## config.mk

```make
export PLATFORM = sky130hd
export DESIGN_NAME = sdram_burst_engine
export DESIGN_NICKNAME = d
export VERILOG_FILES = /design/src/rtl/sbe_pkg.sv /design/src/rtl/sbe_ctrl.sv /design/src/rtl/sbe_datapath.sv /design/src/rtl/sdram_burst_engine.sv
export SDC_FILE = /design/constraint.sdc
export NUM_CORES = 1
export LEC_CHECK = 0
export ABC_AREA = 1
export BUFFER_PORTS_ARGS = -buffer_cell sky130_fd_sc_hd__buf_2
export CAP_MARGIN = 0
export CORE_UTILIZATION = 25
export DETAILED_ROUTE_END_ITERATION = 16
export PLACE_DENSITY = 0.38
export SLEW_MARGIN = 20
export SYNTH_ARGS = -nofsm -noshare
export SYNTH_HDL_FRONTEND = slang
export SYNTH_SLANG_ARGS = --single-unit
```

## constraint.sdc

```tcl
create_clock -name clk -period 3.6 [get_ports clk]
set_input_delay 0.36 -clock clk [delete_from_list [all_inputs] [get_ports clk]]
set_output_delay 0.36 -clock clk [all_outputs]
set_load 0.005 [all_outputs]
```

## src/rtl/sbe_pkg.sv

```systemverilog
package sbe_pkg;
  localparam int BANK_W    = 2;
  localparam int COL_W     = 4;
  localparam int DQ_W      = 8;
  localparam int BURST_LEN = 4;
  localparam int CAS_LAT   = 3;
  localparam int MASK_LAT  = 2;
  localparam int BEAT_W    = $clog2(BURST_LEN);

  typedef enum logic [1:0] {
    CMD_NOP   = 2'b00,
    CMD_WRITE = 2'b01,
    CMD_READ  = 2'b10,
    CMD_RSVD  = 2'b11
  } cmd_e;

  typedef struct packed {
    logic              wrEn;
    logic [BANK_W-1:0] wrBank;
    logic [COL_W-1:0]  wrCol;
    logic              rdEn;
    logic [BANK_W-1:0] rdBank;
    logic [COL_W-1:0]  rdCol;
  } strobe_t;
endpackage

```

## src/rtl/sbe_ctrl.sv

```systemverilog
module sbe_ctrl
  import sbe_pkg::*;
(
  input  logic              clk,
  input  logic              rstN,
  input  logic [1:0]        cmd,
  input  logic [BANK_W-1:0] bankSel,
  input  logic [COL_W-1:0]  colAddr,
  input  logic              apIn,
  input  logic              dqm,
  output strobe_t           strobes,
  output logic              apOut
);
  localparam logic [BEAT_W-1:0] LAST_BEAT = BEAT_W'(BURST_LEN - 1);

  logic isWrite, isRead;
  assign isWrite = (cmd == CMD_WRITE);
  assign isRead  = (cmd == CMD_READ);

  logic              wrActive, rdActive;
  logic [BEAT_W-1:0] wrBeat, rdBeat;
  logic [BANK_W-1:0] wrBank, rdBank;
  logic [COL_W-1:0]  wrBase, rdBase;

  // low column bits count within an aligned burst block, upper bits fixed
  function automatic logic [COL_W-1:0] beatCol(input logic [COL_W-1:0] base,
                                               input logic [BEAT_W-1:0] beat);
    logic [COL_W-1:0] r;
    r = base;
    r[BEAT_W-1:0] = base[BEAT_W-1:0] + beat;
    return r;
  endfunction

  // write burst tracker: any new READ/WRITE ends it
  always_ff @(posedge clk) begin
    if (!rstN) begin
      wrActive <= 1'b0;
      wrBeat   <= '0;
      wrBank   <= '0;
      wrBase   <= '0;
    end else if (isWrite) begin
      wrActive <= 1'b1;
      wrBeat   <= BEAT_W'(1);
      wrBank   <= bankSel;
      wrBase   <= colAddr;
    end else if (isRead) begin
      wrActive <= 1'b0;
    end else if (wrActive) begin
      if (wrBeat == LAST_BEAT) wrActive <= 1'b0;
      wrBeat <= wrBeat + 1'b1;
    end
  end

  // read burst tracker: any new READ/WRITE ends it
  always_ff @(posedge clk) begin
    if (!rstN) begin
      rdActive <= 1'b0;
      rdBeat   <= '0;
      rdBank   <= '0;
      rdBase   <= '0;
    end else if (isRead) begin
      rdActive <= 1'b1;
      rdBeat   <= BEAT_W'(1);
      rdBank   <= bankSel;
      rdBase   <= colAddr;
    end else if (isWrite) begin
      rdActive <= 1'b0;
    end else if (rdActive) begin
      if (rdBeat == LAST_BEAT) rdActive <= 1'b0;
      rdBeat <= rdBeat + 1'b1;
    end
  end

  always_ff @(posedge clk) begin
    if (!rstN)                 apOut <= 1'b0;
    else if (isWrite || isRead) apOut <= apIn;
  end

  always_comb begin
    strobes = '0;
    if (isWrite) begin
      strobes.wrEn   = !dqm;
      strobes.wrBank = bankSel;
      strobes.wrCol  = colAddr;
    end else if (!isRead && wrActive) begin
      strobes.wrEn   = !dqm;
      strobes.wrBank = wrBank;
      strobes.wrCol  = beatCol(wrBase, wrBeat);
    end
    if (isRead) begin
      strobes.rdEn   = 1'b1;
      strobes.rdBank = bankSel;
      strobes.rdCol  = colAddr;
    end else if (!isWrite && rdActive) begin
      strobes.rdEn   = 1'b1;
      strobes.rdBank = rdBank;
      strobes.rdCol  = beatCol(rdBase, rdBeat);
    end
  end
endmodule

```

## src/rtl/sbe_datapath.sv

```systemverilog
module sbe_datapath
  import sbe_pkg::*;
(
  input  logic            clk,
  input  logic            rstN,
  input  strobe_t         strobes,
  input  logic [DQ_W-1:0] dqIn,
  input  logic            dqm,
  output logic [DQ_W-1:0] dqOut,
  output logic            dqOe
);
  localparam int ADDR_W = BANK_W + COL_W;
  localparam int DEPTH  = 1 << ADDR_W;

  logic [DQ_W-1:0] mem [DEPTH];
  logic [DQ_W-1:0] pipeData [CAS_LAT];
  logic [CAS_LAT-1:0]  pipeVld;
  logic [MASK_LAT-1:0] maskPipe;
  logic [DQ_W-1:0] rdWord;

  always_ff @(posedge clk) begin
    if (!rstN) begin
      for (int i = 0; i < DEPTH; i++) mem[i] <= '0;
    end else if (strobes.wrEn) begin
      mem[{strobes.wrBank, strobes.wrCol}] <= dqIn;
    end
  end

  assign rdWord = strobes.rdEn ? mem[{strobes.rdBank, strobes.rdCol}] : '0;

  // CAS latency delay line
  always_ff @(posedge clk) begin
    if (!rstN) begin
      pipeVld <= '0;
      for (int s = 0; s < CAS_LAT; s++) pipeData[s] <= '0;
    end else begin
      pipeVld[0]  <= strobes.rdEn;
      pipeData[0] <= rdWord;
      for (int s = 1; s < CAS_LAT; s++) begin
        pipeVld[s]  <= pipeVld[s-1];
        pipeData[s] <= pipeData[s-1];
      end
    end
  end

  // output blanking delay line
  always_ff @(posedge clk) begin
    if (!rstN) begin
      maskPipe <= '0;
    end else begin
      maskPipe[0] <= dqm;
      for (int s = 1; s < MASK_LAT; s++) maskPipe[s] <= maskPipe[s-1];
    end
  end

  assign dqOe  = pipeVld[CAS_LAT-1] && !maskPipe[MASK_LAT-1];
  assign dqOut = dqOe ? pipeData[CAS_LAT-1] : '0;
endmodule

```

## src/rtl/sdram_burst_engine.sv

```systemverilog
module sdram_burst_engine
  import sbe_pkg::*;
(
  input  logic              clk,
  input  logic              rstN,
  input  logic [1:0]        cmd,
  input  logic [BANK_W-1:0] bankSel,
  input  logic [COL_W-1:0]  colAddr,
  input  logic              apIn,
  input  logic [DQ_W-1:0]   dqIn,
  input  logic              dqm,
  output logic [DQ_W-1:0]   dqOut,
  output logic              dqOe,
  output logic              apOut
);
  strobe_t strobes;

  sbe_ctrl u_ctrl (
    .clk(clk), .rstN(rstN), .cmd(cmd), .bankSel(bankSel), .colAddr(colAddr),
    .apIn(apIn), .dqm(dqm), .strobes(strobes), .apOut(apOut)
  );

  sbe_datapath u_dp (
    .clk(clk), .rstN(rstN), .strobes(strobes), .dqIn(dqIn), .dqm(dqm),
    .dqOut(dqOut), .dqOe(dqOe)
  );
endmodule

```

==> results of run 1 <==
==> how the worst max path moves through the flow <==
stage,startpoint,endpoint,depth (start not counted)
2_1_floorplan,cmd[0],u_dp.mem[21][0]$_SDFFCE_PN0P_,11
3_3_place_gp,cmd[0],u_dp.mem[60][7]$_SDFFCE_PN0P_,10
3_5_place_dp,cmd[0],u_dp.mem[36][3]$_SDFFCE_PN0P_,11
4_1_cts,u_ctrl.wrBeat[0]$_SDFFE_PN0P_,u_dp.mem[8][6]$_SDFFCE_PN0P_,8
5_1_grt,u_ctrl.rdBeat[0]$_SDFFE_PN0P_,u_dp.pipeData[0][1]$_SDFF_PN0_,14
6_report,u_ctrl.rdBeat[0]$_SDFFE_PN0P_,u_dp.pipeData[0][0]$_SDFF_PN0_,14
==> registers in the layout (all words and copies together) (netlist names), 3 cells and up <==
register,count
u_ctrl.wrBase,4
u_dp.mem,512
u_dp.pipeData,24
u_dp.pipeVld,3
u_ctrl.rdBase,4
==> layout by cell type (no fill, tap or decap), drive strengths merged, types with 17 or more instances in the layout <==
cell type  count
dfxtp         48
edfxtp       512
nand3        364
nand4         33
clkinv        38
a21oi         17
nor2         587
inv          213
buf          133
o21ai         53
clkbuf        88
nand2        773
==> logic make-up after synthesis <==
kind of cell / Yosys count / synth area share (%)
and+or+nand+nor: 1775 / 28.63
AOI/OAI and AO/OA: 88 / 1.955
buffers and inverters: 385 / 5.822
muxes: 2 / 0.07724
DFF: 560 / 63.02
xor gates and xnor gates: 3 / 0.1014
adders and majority gates: 8 / 0.3862
==> power by group <==
part	switching, mW	leakage [nW]	total (mW)	internal [mW]
combinational	1.03	5.79	1.37	0.337
clock	2.83	1.06	6.68	3.85
sequential	0.0768	5.65	7.38	7.31
==> cell type report <==
class / instances / area share, %
Clock inverter: 37 / 0.7338
Clock buffer: 88 / 6.328
Timing Repair Buffer: 134 / 3.999
Tap cell: 1368 / 5.639
Sequential cell: 560 / 53.82
Multi-Input combinational cell: 1876 / 26.78
Inverter: 216 / 2.700
==> routing by layer <==
metal  wire, um  up-vias  global-route usage [%]
met5          0        -                       0
li1           -     9340                       -
met3       4058      109                   2.397
met2      42290      430                   28.65
met1      40590     9798                   22.70
met4       1857        0                   4.811
==> tightest hold or removal path, cell delays in order <==
cell and delay (ns):
buf_2 0.13, nand2_1 0.06, inv_1 0.05
==> results.json, run 1 <==
{
  "outcome": "finished clean",
  "worstMarginPinSlew_ns": 1.089,
  "dieArea_um2": 105000,
  "cts_sinks": 560,
  "nets": 2885,
  "synth_edf_count": 512,
  "layout.area.seq_um2": 16340,
  "antenna_left": 0,
  "whs_path_depth": 3,
  "grt_overflow": 0,
  "synth_seq_cells": 560,
  "place_ws_ns": 0.2638,
  "syn_avg_cell_area_um2": 9.188,
  "synth_area_leaders": "edfxtp_1 59%, nand2_1 11%, nor2_1 8.4%",
  "antenna_found_initial": 0,
  "post_dp_cell_area_um2": 28200,
  "drcViolationCount": 0,
  "grt_pass1_wl_mm": 131.0,
  "dp_cells": 4153,
  "crit_chain": "ha_1, nand3_1, nand2_1, nand2_8, buf_12, nand2_1, nand3_1, o21ai_0, nand2_1, nand3_1, nand3_1, nand3_1, nand2_1, nor2_1",
  "r2r-end": "u_dp.pipeData[0][0]$_SDFF_PN0_",
  "start_util_pct": 25.33,
  "p_leak_nw": 12.51,
  "syn_area_um2": 25920,
  "num_antenna_cells": 0,
  "startpoint_type": "flip-flop",
  "crit_path_end_kind": "flip-flop",
  "reg2reg_from": "u_ctrl.rdBeat[0]$_SDFFE_PN0P_",
  "arrival_ns": 3.27,
  "num_io_pins": 30,
  "viasPerCell": 4.599,
  "cts.htree.levels": 3,
  "final_util_pct": 29.66,
  "rows": 117,
  "powerDensity_nw_per_um2": 508.6,
  "min_period_ns": 2.757,
  "p_total_mw": 15.44,
  "period_share_pct": 76.58,
  "slowest_delay_ns": 0.38,
  "via_count": 19680,
  "synthTopCellsByCount": "739 x nand2_1, 579 x nor2_1, 512 x edfxtp_1, 364 x nand3_1, 203 x inv_1",
  "drt-pass1-iter-count": 5,
  "crit_path_frequent_cell": "nand3_1",
  "synth_top_cell_by_area": "edfxtp_1",
  "final_area_um2": 30350,
  "ys_warn_count": 0,
  "drt_iter0_markers": 1808,
  "setup_ws_ns": 0.8433,
  "critPathTopFamily": "simple AND/OR/NAND/NOR gates",
  "synth_ff_type": "edfxtp_1",
  "fin_tns_setup_ns": 0,
  "nFillCells": 10810,
  "cts_hold_buf": 1,
  "hold_viol_final": 0,
  "area_growth_syn_to_layout_pct": 17.10,
  "crit_buf_inv": 1,
  "rsz0062_at_grt": "no",
  "globalplace.congestion": 0.8528,
  "final_cells": 4279,
  "die_x_um": 324.0,
  "insertion_delay_ns": 0.62,
  "finClkSkew_ns": 0.02683,
  "hold_path_class": "primary input to flip-flop",
  "vdd_drop_max_v": 0.0003219,
  "wl_per_cell_um": 20.75,
  "yosys.area.top_type_share_pct": 59.32,
  "ctsRootBufferMaster": "clkbuf_16",
  "drt_wl_total_mm": 88.80,
  "fp.coreArea_um2": 102300,
  "required_ns": 4.11,
  "io_buffers": 29,
  "postSynthCellCount": 2821,
  "cts_setup_buffers": 0,
  "cpMaxStageDelayCell": "dfxtp_1",
  "cts_tree": "yes",
  "multi_input_area_um2": 8128,
  "syn_nets": 2849,
  "r2r_cells": 14,
  "finalHoldWorstSlack_ns": 0.04138,
  "yosysUniqueCellTypes": 34,
  "cts_resized": 0,
  "grt_pass1_vias": 19920,
  "reg2reg_slack_ns": 0.84,
  "ys_seq_area_share_pct": 63.02,
  "grt_max_degree": 89,
  "maxCapViolations": 0,
  "hp-start": "dqm",
  "hold_end": "u_dp.maskPipe[0]$_SDFF_PN0_",
  "place_hpwl_mm": 57.06,
  "cts_buffers": 69,
  "post-synth-top-count-cell": "nand2_1",
  "fmax_mhz": 362.8,
  "max_slew_margin_pct": 27.39,
  "drv_slew": 0,
  "crit_fanout": 45,
  "clockBufferDepth": 3,
  "crit_type": "flip-flop to flip-flop",
  "clk_pin_slew_worst_paths_ns": 0.06,
  "setup_viol": 0,
  "die_h_um": 324.0,
  "synth_async_sr_flop_share_pct": 0,
  "grtUsageTotal_pct": 17.03,
  "layout-drive-gt1-share_pct": 10.37
}
Power figures use the tool's default switching activity.
==> run 2: changes to the inputs <==
- ABC_AREA: 1 -> 0
- PLACE_DENSITY: 0.38 -> 0.4
- clock period: 3.6 -> 2.4 ns (I/O delays scaled with it)
==> run 2 against run 1 <==
Net effect:
- the flow now finishes with violations (negative setup slack)
- sequential power increased by 50%
- routed wire length increased by 5.0%
- synthesized cell count decreased by 19%
- largest power group unchanged
- worst setup slack got worse by 1.1 ns
- area after synthesis increased by 1.0%
- non-clock buffer count increased by 252
- fmax increased by 4.8%
- die area increased by 1.0%
- sequential share of layout area decreased by 6.1 points
==> results.json, run 2 <==
{
  "outcome": "complete, but fails checks",
  "failed_checks": "negative setup slack",
  "finClkSkew_ns": 0.03630,
  "use_met2_pct": 29.58,
  "layout-drive-gt1-share_pct": 25.34,
  "fmax_mhz": 380.2,
  "hp-start": "bankSel[1]",
  "rsz0062_at_grt": "yes",
  "largest_reg_flops": 512,
  "crit_path_end_kind": "flip-flop",
  "crit_fanout": 14,
  "crit_type": "flip-flop to flip-flop",
  "synth_seq_cells": 560,
  "p_int_mw": 17.40,
  "ys_warn_count": 0,
  "arrival_ns": 3.12,
  "syn_avg_cell_area_um2": 11.53,
  "swShare_pct": 24.85,
  "hold_path_class": "primary input to flip-flop",
  "rows": 118,
  "cts.htree.levels": 3,
  "required_ns": 2.89,
  "fp.coreArea_um2": 103600,
  "grt_pass1_vias": 18960,
  "max_slew_margin_pct": 35.07,
  "drt_wl_total_mm": 93.22,
  "cts_tree": "yes",
  "p_total_mw": 23.15,
  "syn_nets": 2299,
  "grt.met3_usage_pct": 1.882,
  "die_x_um": 325.6,
  "yosysUniqueCellTypes": 60,
  "nFillCells": 10330,
  "viasPerCell": 4.667,
  "grt_overflow": 0,
  "top_regs": "u_dp.mem x512, u_dp.pipeData x24",
  "synth_edf_count": 512,
  "die_h_um": 325.6,
  "vdd_drop_max_v": 0.0004493,
  "endpoint": "u_dp.pipeData[0][6]$_SDFF_PN0_",
  "globalplace.congestion": 0.8733,
  "synth_async_sr_flop_share_pct": 0,
  "dieArea_um2": 106000,
  "place_hpwl_mm": 62.11,
  "clk_pin_slew_worst_paths_ns": 0.06,
  "insertion_delay_ns": 0.61,
  "synth_ff_type": "edfxtp_1",
  "largest_register": "u_dp.mem",
  "grtUsageTotal_pct": 17.40,
  "fin_tns_setup_ns": -1.539,
  "drv_slew": 0,
  "r2r_cells": 8,
  "drt_iter0_markers": 1473,
  "grtUsageMet1_pct": 23.59,
  "crit_start": "u_ctrl.rdBase[2]$_SDFFE_PN0P_",
  "p_leak_nw": 12.81,
  "min_period_ns": 2.630,
  "setup_ws_ns": -0.2299,
  "syn_area_um2": 26180,
  "power_frac_seq_pct": 48.0,
  "num_io_pins": 30,
  "maxCapViolations": 0,
  "cts_sinks": 560,
  "hold_viol_final": 0,
  "grt_pass1_wl_mm": 134.4,
  "ctsRootBufferMaster": "clkbuf_16",
  "synthTopCellsByCount": "542 x and2_1, 512 x edfxtp_1, 313 x nand2_1, 118 x clkbuf_1, 99 x nand3_1",
  "power.share.combinational_pct": 10.2,
  "antenna_found_initial": 4,
  "drcViolationCount": 0,
  "post-synth-top-count-cell": "and2_1",
  "grt_max_degree": 102,
  "startpoint_type": "flip-flop",
  "dp_cells": 3813,
  "postSynthCellCount": 2271,
  "synth_area_leaders": "edfxtp_1 59%, and2_1 13%, nand2_1 4.5%",
  "drt-pass1-iter-count": 5,
  "synth_top_cell_by_area": "edfxtp_1",
  "r2r-end": "u_dp.pipeData[0][6]$_SDFF_PN0_",
  "whs_path_depth": 3,
  "via_count": 18560,
  "reg2reg_from": "u_ctrl.rdBase[2]$_SDFFE_PN0P_",
  "ys_seq_area_share_pct": 62.39,
  "setup_viol": 8,
  "final_common_cell": "and2_1",
  "final_cell_mix": "540 x and2_1, 512 x edfxtp_1, 305 x nand2_1, 269 x buf_4, 95 x nand3_1",
  "worstMarginPinSlew_ns": 0.9740,
  "reg2reg_slack_ns": -0.23,
  "final_cells": 3977,
  "yosys.area.top_type_share_pct": 58.72,
  "powerDensity_nw_per_um2": 676.6,
  "clockBufferDepth": 3,
  "period_share_pct": 109.6,
  "pwr-share-clk_pct": 41.9,
  "antenna_left": 0,
  "finalHoldWorstSlack_ns": 0.04152,
  "switchingPower_mw": 5.753,
  "area_growth_syn_to_layout_pct": 30.71,
  "wl_per_cell_um": 23.44,
  "grt-busiest-layer": "met2",
  "io_buffers": 29,
  "nets": 2573,
  "start_util_pct": 25.26,
  "cts_buffers": 68
}
==> run 2: cell count changes in the layout (fill, tap and decap cells not counted), moves of 186 or more <==
cell     before  now
inv_1       203    9
and2_1        0  540
buf_4        83  269
nand3_1     363   95
nor2_1      579   80
nand2_1     736  305
==> run 2: how the worst min path moves through the flow <==
stage / slack, ns / end
2_1_floorplan: 0.36 / u_dp.maskPipe[0]$_SDFF_PN0_
3_3_place_gp: 0.42 / u_dp.pipeVld[2]$_SDFF_PN0_
3_5_place_dp: 0.42 / u_dp.pipeVld[2]$_SDFF_PN0_
4_1_cts: 0.006 / u_ctrl.wrBank[1]$_SDFFE_PN0P_
5_1_grt: 0.05 / u_ctrl.rdBase[3]$_SDFFE_PN0P_
6_report: 0.04 / u_ctrl.wrBank[1]$_SDFFE_PN0P_
==> run 2: timing repair <==
item,CTS,global route
resized for setup,84,60
cloned,3,0
setup buffers,20,14
pin swaps,24,43
hold buffers,6,0
endpoints found under the setup margin,42,301
hold endpoints to repair,6,0
==> run 2: power groups by stage <==
stage                     registers, mW  clock network, mW  logic (mW)
after floorplan                    11.2                  0        1.01
after global placement             11.3                  0        2.14
after detailed placement           11.3                  0        2.15
after CTS                          11.1               9.96        2.29
after global routing               11.1               10.3        2.49
final                              11.1               9.70        2.35
==> run 2: routing by layer <==
metal	up-vias	share of wire, %
li1	8651	-
met1	9430	46
met2	381	48
met3	100	3.9
met4	0	1.9
met5	-	0
==> run 2: area by class of cell <==
| type | count | area, um^2 | area share [%] |
|---|---|---|---|
| inverters | 9 | 33.78 | 0.09871 |
| repair buffers | 386 | 3804 | 11.11 |
| well taps | 1380 | 1727 | 5.045 |
| clock inverters | 38 | 219.0 | 0.6398 |
| diodes | 4 | 10.01 | 0.02925 |
| flip-flops and latches | 560 | 16340 | 47.74 |
| multi-input cells | 1520 | 10260 | 29.98 |
| clock buffers | 80 | 1832 | 5.352 |
==> run 2: cells by family (layout without fill, tap and decap cells) <==
group	count (synthesis)	count (layout)	share of synthesized area, %
AND/OR/NAND/NOR	1168	1168	23.74
buffers and inverters	191	513	3.015
multiplexers	58	58	2.662
other	0	4	0
flip-flops	560	560	62.39
AO/OA/AOI/OAI	283	283	7.651
XOR/XNOR	3	3	0.1577
adder cells (fa/ha/maj)	8	8	0.3823
==> run 2: stage by stage <==
stage               util, %  area [um^2]  setup slack, ns
floorplan                 -        26700          -0.1777
global placement      29.87        30960           -1.201
detailed placement    29.87        30960           -1.220
CTS                   32.58        33770          -0.3850
global route          33.01        34210          -0.2844
finish                33.02        34220          -0.2299
==> run 2: worst max-delay path, stage by stage (launching register included) <==
cell and delay [ns]:
dfxtp_1 0.32, nand4bb_1 0.12, buf_4 0.15, and2_2 0.54, buf_4 0.39, nand3_1 0.11
a31oi_1 0.47, a211o_1 0.26, a32oi_1 0.11
